--- src/rtl/pxl_pkg.sv ---
package pxl_pkg;
  typedef enum logic [1:0] {
    FK_NONE   = 2'd0,
    FK_NONRES = 2'd1,
    FK_RDONLY = 2'd2,
    FK_LEN    = 2'd3
  } fkind_e;

  localparam logic [7:0] VEC_NONE  = 8'd0;
  localparam logic [7:0] VEC_ABORT = 8'd4;
  localparam logic [7:0] VEC_TRAP  = 8'd168;

  // returns {fault, is_trap} for an access-control code
  function automatic logic [1:0] acc_eval(input logic [2:0] code, input logic wr);
    case (code)
      3'd1:    acc_eval = wr ? 2'b10 : 2'b11;
      3'd2:    acc_eval = wr ? 2'b10 : 2'b00;
      3'd4:    acc_eval = 2'b11;
      3'd5:    acc_eval = wr ? 2'b11 : 2'b00;
      3'd6:    acc_eval = 2'b00;
      default: acc_eval = 2'b10;
    endcase
  endfunction
endpackage

--- src/rtl/pxl_map.sv ---
module pxl_map #(
  parameter int VA_W      = 16,
  parameter int PG_W      = 3,
  parameter int BASE_W    = 16,
  parameter int BLK_SH    = 6,
  parameter int PA_W      = 22,
  parameter int PA_NARROW = 18
) (
  input  logic [VA_W-1:0]   vaddr,
  input  logic              is_data,
  input  logic              is_write,
  input  logic              xen,
  input  logic              mnt,
  input  logic              wide,
  input  logic              dsen,
  input  logic [BASE_W-1:0] base,
  output logic [PG_W-1:0]   page,
  output logic              dspace,
  output logic              translate,
  output logic [PA_W-1:0]   paddr
);
  localparam int OFF_W = VA_W - PG_W;
  localparam logic [PA_W-1:0] NARROW_MASK = {{(PA_W-PA_NARROW){1'b0}}, {PA_NARROW{1'b1}}};

  logic [PA_W-1:0] base_sh, sum, fitted;

  always_comb begin
    page      = vaddr[VA_W-1 -: PG_W];
    dspace    = is_data & dsen;
    translate = xen | (mnt & is_write);
    base_sh   = PA_W'({base, {BLK_SH{1'b0}}});
    sum       = base_sh + PA_W'(vaddr[OFF_W-1:0]);
    fitted    = wide ? sum : (sum & NARROW_MASK);
    paddr     = translate ? fitted : PA_W'(vaddr);
  end

  always_comb begin
    if (translate && !wide)
      assert_narrow_clear_R2: assert (paddr[PA_W-1:PA_NARROW] == '0);
  end
endmodule

--- src/rtl/pxl_check.sv ---
module pxl_check
  import pxl_pkg::*;
#(
  parameter int PA_W  = 22,
  parameter int LEN_W = 7
) (
  input  logic             translate,
  input  logic             is_write,
  input  logic [2:0]       acc,
  input  logic [PA_W-1:0]  paddr,
  input  logic [PA_W-1:0]  mem_size,
  input  logic [PA_W-1:0]  io_base,
  input  logic [LEN_W-1:0] blk,
  input  logic [LEN_W-1:0] len,
  input  logic             down,
  output logic             fault,
  output logic [7:0]       vector,
  output fkind_e           kind,
  output logic             attn
);
  logic [1:0] acc_res;
  logic       nxm_hit, len_hit;

  always_comb begin
    acc_res = acc_eval(acc, is_write);
    nxm_hit = (paddr >= mem_size) && (paddr < io_base);
    len_hit = down ? (blk < len) : (blk > len);
    fault   = 1'b0;
    vector  = VEC_NONE;
    kind    = FK_NONE;
    if (translate) begin
      if (acc_res[1]) begin
        fault  = 1'b1;
        vector = acc_res[0] ? VEC_TRAP : VEC_ABORT;
        kind   = (acc == 3'd0 || acc == 3'd4) ? FK_NONRES : FK_RDONLY;
      end else if (nxm_hit) begin
        fault  = 1'b1;
        vector = VEC_ABORT;
        kind   = FK_NONRES;
      end else if (len_hit) begin
        fault  = 1'b1;
        vector = VEC_TRAP;
        kind   = FK_LEN;
      end
    end
    attn = fault & is_write;
  end

  always_comb begin
    if (translate && acc == 3'd6 && nxm_hit)
      assert_nxm_after_acc_R8: assert (kind == FK_NONRES && vector == VEC_ABORT);
    if (!translate)
      assert_bypass_clean_R3: assert (!fault);
  end
endmodule

--- src/rtl/pxl_top.sv ---
module pxl_top
  import pxl_pkg::*;
#(
  parameter int VA_W      = 16,
  parameter int PG_W      = 3,
  parameter int BASE_W    = 16,
  parameter int BLK_SH    = 6,
  parameter int PA_W      = 22,
  parameter int PA_NARROW = 18,
  parameter int ACC_W     = 3,
  parameter int MODE_W    = 2
) (
  input  logic                 clk,
  input  logic                 rst_n,
  input  logic                 req_valid,
  output logic                 req_ready,
  input  logic [VA_W-1:0]      req_vaddr,
  input  logic [MODE_W-1:0]    req_mode,
  input  logic                 req_data,
  input  logic                 req_write,
  input  logic                 xlate_en,
  input  logic                 maint_en,
  input  logic                 ext22_en,
  input  logic                 dspace_en,
  input  logic [PA_W-1:0]      mem_size,
  input  logic [PA_W-1:0]      io_base,
  output logic [PG_W-1:0]      rf_page,
  output logic                 rf_dspace,
  input  logic [BASE_W-1:0]    rf_base,
  input  logic [ACC_W-1:0]     rf_acc,
  input  logic [VA_W-PG_W-BLK_SH-1:0] rf_len,
  input  logic                 rf_down,
  output logic                 rsp_valid,
  input  logic                 rsp_ready,
  output logic [PA_W-1:0]      rsp_paddr,
  output logic                 rsp_fault,
  output logic [7:0]           rsp_vector,
  output logic [1:0]           rsp_kind,
  output logic                 rsp_attn,
  output logic [MODE_W-1:0]    rsp_mode,
  output logic                 rsp_space,
  output logic [PG_W-1:0]      rsp_page
);
  localparam int OFF_W = VA_W - PG_W;
  localparam int LEN_W = OFF_W - BLK_SH;

  logic            translate, c_fault, c_attn;
  logic [PA_W-1:0] c_paddr;
  logic [7:0]      c_vec;
  fkind_e          c_kind;
  logic            accept;

  pxl_map #(
    .VA_W(VA_W), .PG_W(PG_W), .BASE_W(BASE_W), .BLK_SH(BLK_SH),
    .PA_W(PA_W), .PA_NARROW(PA_NARROW)
  ) u_map (
    .vaddr(req_vaddr), .is_data(req_data), .is_write(req_write),
    .xen(xlate_en), .mnt(maint_en), .wide(ext22_en), .dsen(dspace_en),
    .base(rf_base), .page(rf_page), .dspace(rf_dspace),
    .translate(translate), .paddr(c_paddr)
  );

  pxl_check #(.PA_W(PA_W), .LEN_W(LEN_W)) u_chk (
    .translate(translate), .is_write(req_write), .acc(rf_acc),
    .paddr(c_paddr), .mem_size(mem_size), .io_base(io_base),
    .blk(req_vaddr[OFF_W-1:BLK_SH]), .len(rf_len), .down(rf_down),
    .fault(c_fault), .vector(c_vec), .kind(c_kind), .attn(c_attn)
  );

  assign req_ready = !rsp_valid || rsp_ready;
  assign accept    = req_valid && req_ready;

  always_ff @(posedge clk or negedge rst_n) begin
    if (!rst_n) begin
      rsp_valid  <= 1'b0;
      rsp_paddr  <= '0;
      rsp_fault  <= 1'b0;
      rsp_vector <= '0;
      rsp_kind   <= '0;
      rsp_attn   <= 1'b0;
      rsp_mode   <= '0;
      rsp_space  <= 1'b0;
      rsp_page   <= '0;
    end else if (accept) begin
      rsp_valid  <= 1'b1;
      rsp_paddr  <= c_paddr;
      rsp_fault  <= c_fault;
      rsp_vector <= c_vec;
      rsp_kind   <= c_kind;
      rsp_attn   <= c_attn;
      rsp_mode   <= req_mode;
      rsp_space  <= rf_dspace;
      rsp_page   <= rf_page;
    end else if (rsp_ready) begin
      rsp_valid  <= 1'b0;
    end
  end

  assert_len_traps_R7: assert property (@(posedge clk) disable iff (!rst_n)
    (rsp_valid && rsp_kind == FK_LEN) |-> (rsp_vector == VEC_TRAP));
  assert_clean_ok_R5: assert property (@(posedge clk) disable iff (!rst_n)
    (rsp_valid && !rsp_fault) |-> (rsp_kind == FK_NONE && rsp_vector == VEC_NONE && !rsp_attn));
  assert_attn_has_fault_R9: assert property (@(posedge clk) disable iff (!rst_n)
    (rsp_valid && rsp_attn) |-> (rsp_fault && rsp_kind != FK_NONE));
  assert_hold_R11: assert property (@(posedge clk) disable iff (!rst_n)
    (rsp_valid && !rsp_ready) |=> (rsp_valid && $stable(rsp_paddr) && $stable(rsp_fault)
                                   && $stable(rsp_vector) && $stable(rsp_kind)));
endmodule

--- config.mk ---
export PLATFORM = sky130hd
export DESIGN_NAME = pxl_top
export DESIGN_NICKNAME = d
export VERILOG_FILES = /design/src/rtl/pxl_pkg.sv /design/src/rtl/pxl_map.sv /design/src/rtl/pxl_check.sv /design/src/rtl/pxl_top.sv
export SDC_FILE = /design/constraint.sdc
export NUM_CORES = 1
export LEC_CHECK = 0
export BUFFER_PORTS_ARGS = -buffer_cell sky130_fd_sc_hd__buf_2
export CORE_MARGIN = 4
export CORE_UTILIZATION = 30
export DETAILED_ROUTE_END_ITERATION = 16
export PLACE_DENSITY = 0.53
export REMOVE_ABC_BUFFERS = 1
export SETUP_SLACK_MARGIN = 0.2
export SLEW_MARGIN = 20
export SYNTH_ARGS = -nofsm -noshare
export SYNTH_HDL_FRONTEND = slang
export SYNTH_SLANG_ARGS = --single-unit
--- constraint.sdc ---
create_clock -name clk -period 3.43 [get_ports clk]
set_input_delay 0.5145 -clock clk [delete_from_list [all_inputs] [get_ports clk]]
set_output_delay 0.5145 -clock clk [all_outputs]
set_load 0.01 [all_outputs]
==> impl_metrics.csv, run 1 <==
group,metric,value,unit
synthesis,synth_area_per_cell,8.01,um2
placement,gp_congestion,0.865,
sta,relSlewSlack,0.428,
sta,rsz0062_at_grt,"yes",
worst_setup_path,crit_path_end_kind,"register",
clock_network,clock_path_buffers,2,
power,power.total,1.52,mW
power,power.leakage,2.67,nW
global_routing,grt_max_degree,36,
worst_setup_path,crit_fanout,5,
global_routing,global_route.usage.met3,0.0299,
layout,design_area,4810,um2
layout,final_common_cell,"buf_2",
synthesis,ys_types,52,
layout,final_cell_mix,"136 x buf_2, 69 x nand2_1, 56 x inv_1",
worst_setup_path,r2r_end,"rsp_vector[5]",
layout,layout.nets,756,
worst_setup_path,required,3.62,ns
die,die_w,113,um
global_routing,grt_util_met2,0.299,
sta,fin_setup_tns,-0.0591,ns
worst_setup_path,critPathArrivalTime,3.65,ns
sta,max_slew.worst_pin.slew,0.858,ns
die,initial_core_util,0.306,
placement,dp_hpwl,8710,um
clock_network,cts_tree,"done",
power,worst_ir_drop_vdd,0.000132,V
worst_setup_path,reg2reg_depth,5,
sta,skew,0.00706,ns
global_routing,antenna_found_initial,0,
routing,wl,10500,um
clock_network,clock-root-buffer,"clkbuf_8",
synthesis,yosysSeqAreaShare,0.265,
routing,drt-pass1-iter-count,4,
worst_setup_path,path_class,"in -> reg",
routing,viasPerCell,4.58,
layout,finalNonFillerCells,740,
sta,period_needed,3.46,ns
power,sw_frac_of_total,0.370,
routing,via_count,3391,
placement,io_buffer_count,140,
sta,setup_viol,2,
clock_network,clock_latency,0.29,ns
global_routing,grt_util_all_layers,0.167,
clock_network,clk_pin_slew,0.08,ns
synthesis,yosysTopAreaCell,"dfrtp_1",
routing,wire_per_inst,14.1,um
worst_setup_path,r2r_slack,1.59,ns
global_routing,overflow,0,
layout,final_layout_size_suffix_gt1_frac,0.408,
routing,ant_nets,0,
synthesis,ys_seq_elements,35,
sta,period_share,1.01,
global_routing,grt_pass1_vias,3658,
sta,fmax,289,MHz
power,powerDensity,316,nW/um2
power,p_sw,0.562,mW
synthesis,yosysTopAreaCellShare,0.265,
global_routing,use_met1,0.210,
synthesis,synth_edf_count,0,
synthesis,async_flop_share,1.00,
routing,drt_iter0_markers,59,
clock_network,htreeDepth,2,
layout,area.growth.synth_to_final,45.7,%
synthesis,synth_ff_type,"dfrtp_1",
flow_run,max_cap_violations,0,
synthesis,synth_warnings,0,
power,power_frac_seq,0.336,
synthesis,synth.area.top_cells,"dfrtp_1 27%, ha_1 22%, nand2_1 8.0%",
run_status,outcome,"complete, but fails checks",
run_status,violations,"negative setup slack",
global_routing,grt_first_pass_wirelength,17400,um
placement,placed_cells,710,
worst_setup_path,r2r_start,"rsp_valid",
routing,drc,0,
die,die_area,12700,um2
layout,diodes,0,
worst_setup_path,cp-start-kind,"input pin",
die,core-area,10800,um2
synthesis,syn-instance-count,412,
sta,fin_hold_ws,0.304,ns
sta,timing.final.ws_setup,-0.0344,ns
power,p_int,0.955,mW
die,die_h,113,um
die,rows,38,
sta,slew_viol_final,0,
placement,placed_cell_area,4330,um2
clock_network,cts-hold-fix-buffers,0,
worst_hold_path,hold_class,"in -> async",
sta,finalHoldViolations,0,
power,pwr-share-comb,0.457,
global_routing,top_usage_layer,"met2",
power,clkPwrFrac,0.207,
clock_network,clock_sinks,35,
clock_network,cts_buffers,5,
die,io_pins,145,
synthesis,syn_area,3300,um2
flip-flops by register name (all words and copies together), names as in the netlist:
register    count
rsp_valid       1
rsp_kind        2
rsp_paddr      22
rsp_page        3
rsp_vector      2
rsp_fault       1
rsp_space       1
rsp_mode        2
rsp_attn        1
logic make-up (layout without fill, tap and decap cells):
logic type | after synthesis | count (layout) | synth area share
buf+inv | 73 | 258 | 0.0956
mux | 6 | 6 | 0.0205
compound gates | 93 | 93 | 0.174
xor+xnor | 14 | 14 | 0.0372
simple gates | 132 | 132 | 0.184
flops | 35 | 35 | 0.265
fa+ha+maj | 58 | 58 | 0.222
other cells | 1 | 4 | 0.00114
worst max path at each step:
stage,end,start,slack (ns),cells past startpoint
after CTS,rsp_vector[5],req_vaddr[6],0.02,18
after floorplan,rsp_vector[5],req_vaddr[6],-0.19,18
after global placement,rsp_fault,req_vaddr[6],-0.56,18
after global routing,rsp_vector[5],req_vaddr[11],-0.23,17
after detailed placement,rsp_vector[5],req_vaddr[6],-0.61,20
final,rsp_kind[1],rf_base[1],-0.03,16
Yosys cell counts, types with 2 or more instances:
library cell and n:
xor2_1 9, nand4_2 2, dfrtp_1 35, o31ai_1 2
o21ai_0 28, nor3_1 2, nand2_1 70, mux2_2 6
nand4_1 5, a21oi_1 34, nand2b_1 7, and3_1 3
clkbuf_1 6, o21a_1 2, inv_1 57, a21o_1 7
nor2b_1 3, o22ai_1 2, buf_4 9, ha_1 57
nor2_1 24, xnor2_1 5, nand3_1 7, a31o_2 2
power by group through the flow:
stage	clock [mW]	sequential [mW]	combinational [mW]
final	0.313	0.510	0.694
after global routing	0.341	0.520	0.784
after CTS	0.321	0.511	0.662
after detailed placement	0	0.520	0.615
after global placement	0	0.517	0.603
after floorplan	0	0.548	0.290
worst max-delay path: stages:
cell      delay (ns)
buf_8           0.10
ha_4            0.22
a21o_1          0.19
a21oi_2         0.17
nor2b_2         0.07
o31a_1          0.35
nand4_1         0.13
xor2_1          0.20
nor2_1          0.09
ha_1            0.34
nand4_4         0.15
nor4_4          0.26
and3_1          0.21
o221ai_2        0.14
or2_4           0.29
a31o_4          0.21
cell type report:
type                            count  area, um2
Fill cell                        1141       5990
Multi-Input combinational cell    307       2300
Timing Repair Buffer              193       1150
Sequential cell                    35        876
Inverter                           57        214
Tap cell                          140        175
Clock buffer                        5       68.8
Clock inverter                      3       20.0
layer usage:
| layer | wire length (um) | part of all wire |
|---|---|---|
| met5 | 0 | 0 |
| met3 | 547 | 0.052 |
| met2 | 5190 | 0.50 |
| met4 | 125 | 0.012 |
| met1 | 4600 | 0.44 |
stage by stage:
step	setup WS, ns	util
after floorplan	-0.192	-
after global placement	-0.556	0.401
after detailed placement	-0.610	0.401
after CTS	0.0176	0.432
after global routing	-0.225	0.445
final	-0.0344	0.445
what timing repair did:
action                     in CTS  in global routing
gates resized for setup        34                 17
setup buffers                  15                  7
pin swaps                      39                 11
setup endpoints to repair       6                  6
Note: power is estimated with default switching activity, not from simulation.
==> run 2, diff against run 1 <==
Settings changed: CTS_BUF_LIST set to sky130_fd_sc_hd__clkbuf_4.
==> run 2 against run 1 <==
  * The run now ends clean
  * Hold slack worse by 0.069 ns
  * Sequential power about the same
  * Design area up 2.8%
  * Combinational power up 3.9%
  * First-iteration DRC count up 19%
  * Global-route usage up 0.19 points
  * Sequential cell count unchanged
  * Register-to-register slack worse by 0.10 ns
  * Routed wire length up 3.0%
  * Clock power down 22%
==> impl_metrics.csv, run 2 (synthesis results as in run 1) <==
group,metric,value,unit
power,power.total,1.48,mW
clock_network,cts_buffers,5,
worst_setup_path,required,3.69,ns
routing,wl,10800,um
routing,drt-pass1-iter-count,4,
die,die_area,12700,um2
die,io_pins,145,
placement,place_ws,-0.610,ns
sta,fmax,293,MHz
worst_setup_path,cp-start-kind,"input pin",
layout,reg_top3,"rsp_paddr x22, rsp_page x3",
sta,max_slew.worst_pin.slew,0.853,ns
worst_setup_path,critPathArrivalTime,3.68,ns
layout,final_common_cell,"buf_2",
die,die_h,113,um
placement,dp_hpwl,8710,um
sta,slew_viol_final,0,
global_routing,grt_max_degree,36,
power,worst_ir_drop_vdd,0.000104,V
layout,regMostFlops,"rsp_paddr",
clock_network,clk_pin_slew,0.13,ns
sta,period_needed,3.42,ns
layout,multi_input_area,2470,um2
layout,final_layout_size_suffix_gt1_frac,0.442,
worst_setup_path,crit_fanout,5,
sta,rsz0062_at_grt,"yes",
layout,area.growth.synth_to_final,49.8,%
layout,layout.nets,756,
global_routing,antenna_found_initial,1,
die,die_w,113,um
global_routing,grt_util_all_layers,0.169,
global_routing,grt_first_pass_wirelength,17500,um
worst_hold_path,hold_class,"in -> async",
die,initial_core_util,0.306,
die,core-area,10800,um2
routing,wire_per_inst,14.5,um
global_routing,grt_pass1_vias,3680,
power,powerDensity,298,nW/um2
layout,final_cell_mix,"136 x buf_2, 68 x nand2_1, 56 x inv_1",
layout,seq_area,876,um2
sta,setup_viol,0,
sta,period_share,0.996,
clock_network,htreeDepth,2,
placement,io_buffer_count,140,
sta,skew,0.0105,ns
sta,timing.final.ws_setup,0.0137,ns
clock_network,clock-root-buffer,"clkbuf_4",
routing,viasPerCell,4.65,
routing,drc,0,
sta,relSlewSlack,0.432,
clock_network,cts_tree,"done",
power,power.leakage,2.68,nW
layout,fillers,1129,
clock_network,clock_latency,0.36,ns
clock_network,cts-hold-fix-buffers,0,
worst_setup_path,path_class,"in -> reg",
run_status,outcome,"complete, no violations",
routing,drt_iter0_markers,70,
routing,ant_nets,0,
global_routing,overflow,0,
die,rows,38,
flow_run,max_cap_violations,0,
worst_setup_path,crit_path_end_kind,"register",
clock_network,clock_sinks,35,
placement,gp_congestion,0.865,
sta,finalHoldViolations,0,
clock_network,clock_path_buffers,2,
routing,via_count,3445,
layout,largest_reg_flops,22,
## run 2: cell types whose count changed in the layout (fill, tap and decap cells not counted), sizes merged
| cell | previous run | this run |
|---|---|---|
| diode | 0 | 1 |
## run 2: final timing paths
check	cells past startpoint	end	from	slack (ns)
hold reg to reg	2	rsp_paddr[2]	rsp_paddr[2]	0.48
hold / removal	1	rsp_paddr[7]	rst_n	0.24
min in group clk	3	rsp_mode[0]	req_mode[0]	0.34
setup reg to reg	5	rsp_vector[5]	rsp_valid	1.49
setup / recovery	16	rsp_attn	req_vaddr[12]	0.01
max in group asynchronous	1	rsp_paddr[13]	rst_n	2.64
## run 2: where the power goes
group	switching [mW]	internal (mW)	leakage, nW
Combinational	0.370	0.351	2.22
Sequential	0.0343	0.475	0.431
Clock	0.166	0.0783	0.0272
## run 2: final cells by class
class                           instances  area share
Multi-Input combinational cell        307       0.499
Timing Repair Buffer                  193       0.233
Sequential cell                        35       0.177
Inverter                               57      0.0433
Tap cell                              140      0.0354
Clock buffer                            5     0.00759
Clock inverter                          3     0.00405
Antenna cell                            1    0.000506
## run 2: stage by stage
step,TNS [ns],cells,cell area (um2),util,hold WS (ns)
floorplan,-1.03,399,3210,-,0.219
global placement,-3.25,710,4330,0.401,0.455
detailed placement,-3.60,710,4330,0.401,0.459
CTS,0,733,4660,0.431,0.265
global route,-0.583,741,4940,0.458,0.300
finish,0,741,4940,0.458,0.235
## run 2: what timing repair did
action,CTS,global route
pin swaps,51,40
resized for setup,39,37
setup buffers,15,7
endpoints found under the setup margin,6,6
## run 2: metal layers
| layer | GRT usage | part of all wire | routed length [um] | vias up |
|---|---|---|---|---|
| li1 | - | - | - | 1756 |
| met1 | 0.211 | 0.43 | 4660 | 1589 |
| met2 | 0.297 | 0.50 | 5350 | 85 |
| met3 | 0.0316 | 0.048 | 514 | 15 |
| met4 | 0.0513 | 0.023 | 244 | 0 |
| met5 | 0 | 0 | 0 | - |
## run 2: critical path, stage by stage
cell and delay, ns:
buf_2 0.13, ha_4 0.16, or3_4 0.40, o31a_1 0.40
nand4_1 0.14, xor2_1 0.21, nor2_1 0.11, ha_1 0.35
buf_4 0.15, buf_4 0.12, a22oi_2 0.17, o2111ai_2 0.14
o221ai_2 0.26, o211a_1 0.26, buf_6 0.11, o21ai_2 0.04
